===== src/rtl/lcd_col_pkg.sv =====
package lcd_col_pkg;

  localparam int NUM_HALVES = 2;

  typedef struct packed {
    logic clear;
    logic shift;
    logic load;
  } strobe_t;

  typedef enum logic [1:0] {
    LVL_RAIL      = 2'b00,
    LVL_BIAS_NEAR = 2'b01,
    LVL_BIAS_FAR  = 2'b10,
    LVL_DRIVE     = 2'b11
  } drive_lvl_t;

endpackage


===== src/rtl/lcd_col_ctrl.sv =====
module lcd_col_ctrl
  import lcd_col_pkg::*;
(
  input  logic    rst,
  input  logic    loadStb,
  output strobe_t strb
);

  // Reset outranks load; shifting runs on every non-reset edge.
  always_comb begin
    strb.clear = rst;
    strb.shift = !rst;
    strb.load  = loadStb && !rst;
  end

endmodule


===== src/rtl/lcd_col_chain.sv =====
module lcd_col_chain #(
  parameter int LEN = 20
) (
  input  logic           clk,
  input  logic           clearEn,
  input  logic           shiftEn,
  input  logic           serIn,
  output logic [LEN-1:0] stages
);

  logic [LEN-1:0] chainQ;

  always_ff @(posedge clk) begin
    if (clearEn) begin
      chainQ <= '0;
    end else if (shiftEn) begin
      chainQ <= {chainQ[LEN-2:0], serIn};
    end
  end

  assign stages = chainQ;

endmodule


===== src/rtl/lcd_col_level.sv =====
module lcd_col_level
  import lcd_col_pkg::*;
(
  input  logic       bitIn,
  input  logic       altIn,
  output logic [1:0] level
);

  drive_lvl_t lvl;

  always_comb begin
    unique case ({bitIn, altIn})
      2'b11:   lvl = LVL_DRIVE;
      2'b10:   lvl = LVL_RAIL;
      2'b01:   lvl = LVL_BIAS_FAR;
      default: lvl = LVL_BIAS_NEAR;
    endcase
  end

  assign level = lvl;

  always_comb begin
    AST_LVL_POLARITY: assert (level[1] == altIn);
  end

endmodule


===== src/rtl/lcd_col_datapath.sv =====
module lcd_col_datapath
  import lcd_col_pkg::*;
#(
  parameter int HALF_LEN = 20,
  localparam int TOT = NUM_HALVES * HALF_LEN
) (
  input  logic             clk,
  input  strobe_t          strb,
  input  logic             serInLo,
  input  logic             serInHi,
  input  logic             altPol,
  output logic             tapMid,
  output logic             tapEnd,
  output logic [2*TOT-1:0] segLevel
);

  logic [NUM_HALVES-1:0] serVec;
  logic [TOT-1:0]        srQ;
  logic [TOT-1:0]        latchQ;

  assign serVec = {serInHi, serInLo};

  for (genvar h = 0; h < NUM_HALVES; h++) begin : g_half
    lcd_col_chain #(.LEN(HALF_LEN)) u_chain (
      .clk    (clk),
      .clearEn(strb.clear),
      .shiftEn(strb.shift),
      .serIn  (serVec[h]),
      .stages (srQ[h*HALF_LEN +: HALF_LEN])
    );
  end

  always_ff @(posedge clk) begin
    if (strb.clear) begin
      latchQ <= '0;
    end else if (strb.load) begin
      latchQ <= srQ;
    end
  end

  assign tapMid = srQ[HALF_LEN-1];
  assign tapEnd = srQ[TOT-1];

  for (genvar i = 0; i < TOT; i++) begin : g_seg
    lcd_col_level u_lvl (
      .bitIn(latchQ[i]),
      .altIn(altPol),
      .level(segLevel[2*i +: 2])
    );
  end

  // Tracks that at least one clean edge followed a reset.
  logic seenRst;
  logic liveQ;
  always_ff @(posedge clk) begin
    if (strb.clear) seenRst <= 1'b1;
    liveQ <= seenRst && !strb.clear;
  end

  AST_TAP_MID_DELAY: assert property (@(posedge clk) disable iff (strb.clear)
    liveQ |-> tapMid == $past(srQ[HALF_LEN-2]));

  AST_TAP_END_DELAY: assert property (@(posedge clk) disable iff (strb.clear)
    liveQ |-> tapEnd == $past(srQ[TOT-2]));

  AST_LOAD_COPY: assert property (@(posedge clk) disable iff (strb.clear)
    (liveQ && strb.load) |=> latchQ == $past(srQ));

  AST_LATCH_HOLD: assert property (@(posedge clk) disable iff (strb.clear)
    (liveQ && !strb.load) |=> $stable(latchQ));

endmodule


===== src/rtl/lcd_col_driver.sv =====
module lcd_col_driver
  import lcd_col_pkg::*;
#(
  parameter int HALF_LEN = 20
) (
  input  logic                  clk,
  input  logic                  rst,
  input  logic                  serInLo,
  input  logic                  serInHi,
  input  logic                  loadStb,
  input  logic                  altPol,
  output logic                  tapMid,
  output logic                  tapEnd,
  output logic [4*HALF_LEN-1:0] segLevel
);

  strobe_t strb;

  lcd_col_ctrl u_ctrl (
    .rst    (rst),
    .loadStb(loadStb),
    .strb   (strb)
  );

  lcd_col_datapath #(.HALF_LEN(HALF_LEN)) u_dp (
    .clk     (clk),
    .strb    (strb),
    .serInLo (serInLo),
    .serInHi (serInHi),
    .altPol  (altPol),
    .tapMid  (tapMid),
    .tapEnd  (tapEnd),
    .segLevel(segLevel)
  );

endmodule


===== config.mk =====
export PLATFORM = sky130hd
export DESIGN_NAME = lcd_col_driver
export DESIGN_NICKNAME = d
export VERILOG_FILES = /design/src/rtl/lcd_col_pkg.sv /design/src/rtl/lcd_col_ctrl.sv /design/src/rtl/lcd_col_chain.sv /design/src/rtl/lcd_col_level.sv /design/src/rtl/lcd_col_datapath.sv /design/src/rtl/lcd_col_driver.sv
export SDC_FILE = /design/constraint.sdc
export NUM_CORES = 1
export LEC_CHECK = 0
export BUFFER_PORTS_ARGS = -buffer_cell sky130_fd_sc_hd__buf_2
export CORE_MARGIN = 3
export CORE_UTILIZATION = 49
export CTS_CLUSTER_SIZE = 30
export DETAILED_ROUTE_END_ITERATION = 6
export GPL_TIMING_DRIVEN = 0
export PLACE_DENSITY = 0.73
export RECOVER_POWER = 100
export SKIP_CTS_REPAIR_TIMING = 1
export SLEW_MARGIN = 0
export SYNTH_ARGS = -nofsm -noshare
export SYNTH_HDL_FRONTEND = slang
export SYNTH_HIERARCHICAL = 1
export SYNTH_SLANG_ARGS = --single-unit

===== constraint.sdc =====
create_clock -name clk -period 1.45 [get_ports clk]
set_input_delay 0.145 -clock clk [delete_from_list [all_inputs] [get_ports clk]]
set_output_delay 0.145 -clock clk [all_outputs]
set_load 0.02 [all_outputs]

==> impl_summary.md <==
Logic synthesis
The cell count after synthesis is 420. The dominant combinational cell family by area after synthesis is adder cells. After synthesis the cells add up to 4290 µm². During synthesis, Yosys emitted a total of 6 warnings.

Each instance of the synthesized netlist takes up on average 10.2 µm². The synthesized-area fraction occupied by and/or/nand/nor cells is 13.0%. By area the synthesized netlist is led by dfxtp_1, ha_1, mux2i_1, nor2_1, or2_1. The largest area contributor in the netlist is dfxtp_1. After Yosys synthesis, XOR and XNOR cells account for 0% of the synthesized area. The post-synthesis net count is 506. The synthesized design contains 80 register bits. The number of enable flip-flop cells after synthesis is 0. The share of the yosys chip area belonging to registers is 37.4%. Ranked by instance count, the synthesized netlist is headed by dfxtp_1, ha_1, mux2i_1, nor2_1, inv_1. The number of distinct library cells after synthesis is 11.

The share of async-settable or async-resettable flops after synthesis is 0%. The predominant post-synthesis flop cell is dfxtp_1. The adder and majority cell fraction of the synthesized area is 23.3%. The share of the synthesized area in the top cell type is 37.4%. Multiplexer cells account for 18.7% of the synthesized area. Summing the areas of all compound-gate instances in the mapped netlist gives 0% of the synthesized area.

Outcome
The run finished with clean final reports.

Floorplanning
The number of top-level pins is 88. The die covers 9910 µm². The initial standard-cell utilization of the core is 51.4%. In this run the standard cell core region covers 8340 µm².

The number of rows created at floorplan is 33. In this run the vertical extent of the chip is 99.5 µm. The die is 99.5 µm wide.

Global route
Across every metal layer, demand over resource in global routing totals 14.7%. Entering global routing, the biggest net connects 81 pins. The wire length of the first global-routing pass is 12000 µm.

The number of global-route vias before repair came to 2763. The total grt overflow is 0. The number of antenna violations at the first check in global routing was 0.

STA
Static timing analysis puts the maximum clock frequency at 698 MHz. Final hold analysis gives a worst-case slack of 0.0528 ns. The post-route fraction of the period consumed by the critical path is 98.8%. Setup repair after global routing could not meet its margin everywhere.

Between clock sinks in the finished design, the worst skew comes to 0.00646 ns. Counting I/O delays and the setup requirement, the final critical path takes 1.43 ns. The number of setup violations in the final report is 0. The final-report max-slew violation count is 0. The total negative setup slack is 0 ns. The worst slew margin relative to its limit is 53.2%.

At the pin with the least slew margin, the transition time is 0.702 ns. The final worst-path setup slack is 0.0176 ns. The final count of hold timing violations came to 0.

Worst setup path
For this run, the slowest stage of the critical path takes 0.36 ns. STA classifies the critical path startpoint as a flop. The critical path data required time is 1.31 ns.

For the worst setup path, the data arrival time is 1.29 ns. Counting cells, the worst reg-to-reg path comes to 3. The classification of the worst setup path is flop to output pin. The highest fanout seen on the critical path is 3.

For flop-to-flop paths, the worst setup slack is 0.70 ns. In this run the critical register-to-register path is captured at u_dp/latchQ[38]$_SDFFE_PP0P_. The capturing element type of the critical path is an output pin.

The critical path goes through inv_2, ha_2, or2_1, buf_6. The slowest stage of the critical path belongs to the cell dfxtp_4. The beginning of the worst register-to-register path is u_dp/latchQ[38]$_SDFFE_PP0P_.

Power
Summed over all cells, the static leakage comes to 2.49 nW. The total power divided by cell area is 867 nW/µm². The cell-internal power is 3.52 mW. The worst IR drop on VDD is 0.618 mV. Of the total power, the clock network draws 38.5%.

Registers are responsible for 47.5% of the overall power. Net switching is 24.3% of the power. The part of the power in combinational logic is 14.0%. The analysis attributes to net switching a power of 1.13 mW.

Clock tree
Counting the buffers created by CTS gives 9. The clock-pin slew of the registers on the worst-case setup and hold paths is 0.08 ns. The clock reaches the later pin of the worst-skew pair after 0.34 ns. In this run the clock root is driven by a clkbuf_8. TritonCTS built the clock tree.

The number of buffers on the longest clock path is 2. The count of clock tree sinks is 80. The CTS H-tree depth is 3.

Run
The max capacitance violation total is 0.

Layout
The number of antenna diodes in the final layout is 0. The number of nets in the layout is 607. The layout cell share with drive strength beyond 1 is 36.0%. The synthesis-to-layout area growth is 25.1%. With fillers left out, the area of the finished cells amounts to 5360 µm². At the end of the flow the core is filled with cells to 64.3%.

Placed design
The congestion estimate from routability-driven global placement came to 0.762. The half-perimeter wire length after detailed placement is 5010 µm. OpenSTA, run right after detailed placement, puts the worst setup slack at -0.546 ns. The cell area after placement is 4850 µm². During placement, the flow inserted port buffers numbering 87.

Drt
The number of detailed-route iterations in the first pass is 5. The wire length per cell after detailed routing is 11.7 µm. The final antenna-violating net count is 0. The via density per instance is 4.71. In the routed design, unresolved DRC markers number 0. The detailed router's first-iteration violation count is 31. The routed via count is 2970. The routed wire length is 7360 µm.

Min path
Along the worst hold path, the cell count comes to 3. The min-delay analysis places its worst path in the category input pin to flop. For hold timing, the worst endpoint is u_dp/g_half[0].u_chain/stages[0]$_SDFFE_PP0P_.

In this run the most critical hold path is launched from serInLo.
per-stage QoR:
step | power (mW) | cells
3_3_place_gp | 2.85 | 612
5_1_grt | 4.84 | 630
6_report | 4.65 | 630
2_1_floorplan | 2.70 | 420
3_5_place_dp | 2.86 | 612
4_1_cts | 4.67 | 627
cell usage in the layout, fill, tap and decap left out, types with 2 or more instances in the layout:
master      n
dfxtp_2    39
ha_2       18
dfxtp_1    40
nor2_1     80
inv_2      22
buf_4       5
clkbuf_2   21
buf_6      27
bufinv_16   2
buf_12      4
or2_1      40
inv_1      19
clkbuf_1   17
mux2i_1    80
clkbuf_8   11
ha_4        3
ha_1       59
buf_2      35
worst max-delay path: cells and delay by family (launching register included):
family	cells	cell delay, ns
and+or+nand+nor	1	0.26
buffers and inverters	2	0.17
DFF	1	0.36
adders and majority gates	1	0.16
state kept, by name, summed over array words and instances, names as in the netlist:
name / flops
u_dp/latchQ: 40
u_dp/g_half.u_chain/stages: 40
logic make-up after synthesis:
kind of cell               after synthesis
buffers and inverters                   59
and+or+nand+nor                        121
adders and majority gates               80
DFF                                     80
muxes                                   80
worst max path at each step:
stage	startpoint	end	slack (ns)	depth (start not counted)
floorplan	u_dp/latchQ[5]$_SDFFE_PP0P_	segLevel[11]	0.49	3
global placement	altPol	segLevel[74]	-0.48	3
detailed placement	altPol	segLevel[34]	-0.55	3
CTS	altPol	segLevel[34]	-0.55	3
global route	u_dp/latchQ[32]$_SDFFE_PP0P_	segLevel[65]	-0.03	4
finish	u_dp/latchQ[17]$_SDFFE_PP0P_	segLevel[35]	0.02	4
power groups by stage:
stage	clock (mW)	sequential, mW	combinational, mW
floorplan	0	2.26	0.437
global placement	0	2.26	0.591
detailed placement	0	2.26	0.601
CTS	1.85	2.21	0.604
global route	1.91	2.21	0.716
finish	1.79	2.21	0.650
per-layer routing:
metal | vias to the layer above | global-route usage (%) | wire length [µm]
met2 | 60 | 25.2 | 3560
met5 | - | 0 | 0
met3 | 10 | 3.09 | 362
met4 | 0 | 6.62 | 132
met1 | 1358 | 17.7 | 3310
li1 | 1542 | - | -
layout make-up:
cell class                      instances  area, µm²
Buffer                                 18        163
Clock buffer                           12        155
Clock inverter                          3       65.1
Fill cell                             697       2980
Inverter                               41        154
Multi-Input combinational cell        281       2440
Sequential cell                        80       1650
Tap cell                              105        131
Timing Repair Buffer                   90        599
No activity file was read; power rests on OpenSTA's default activity.
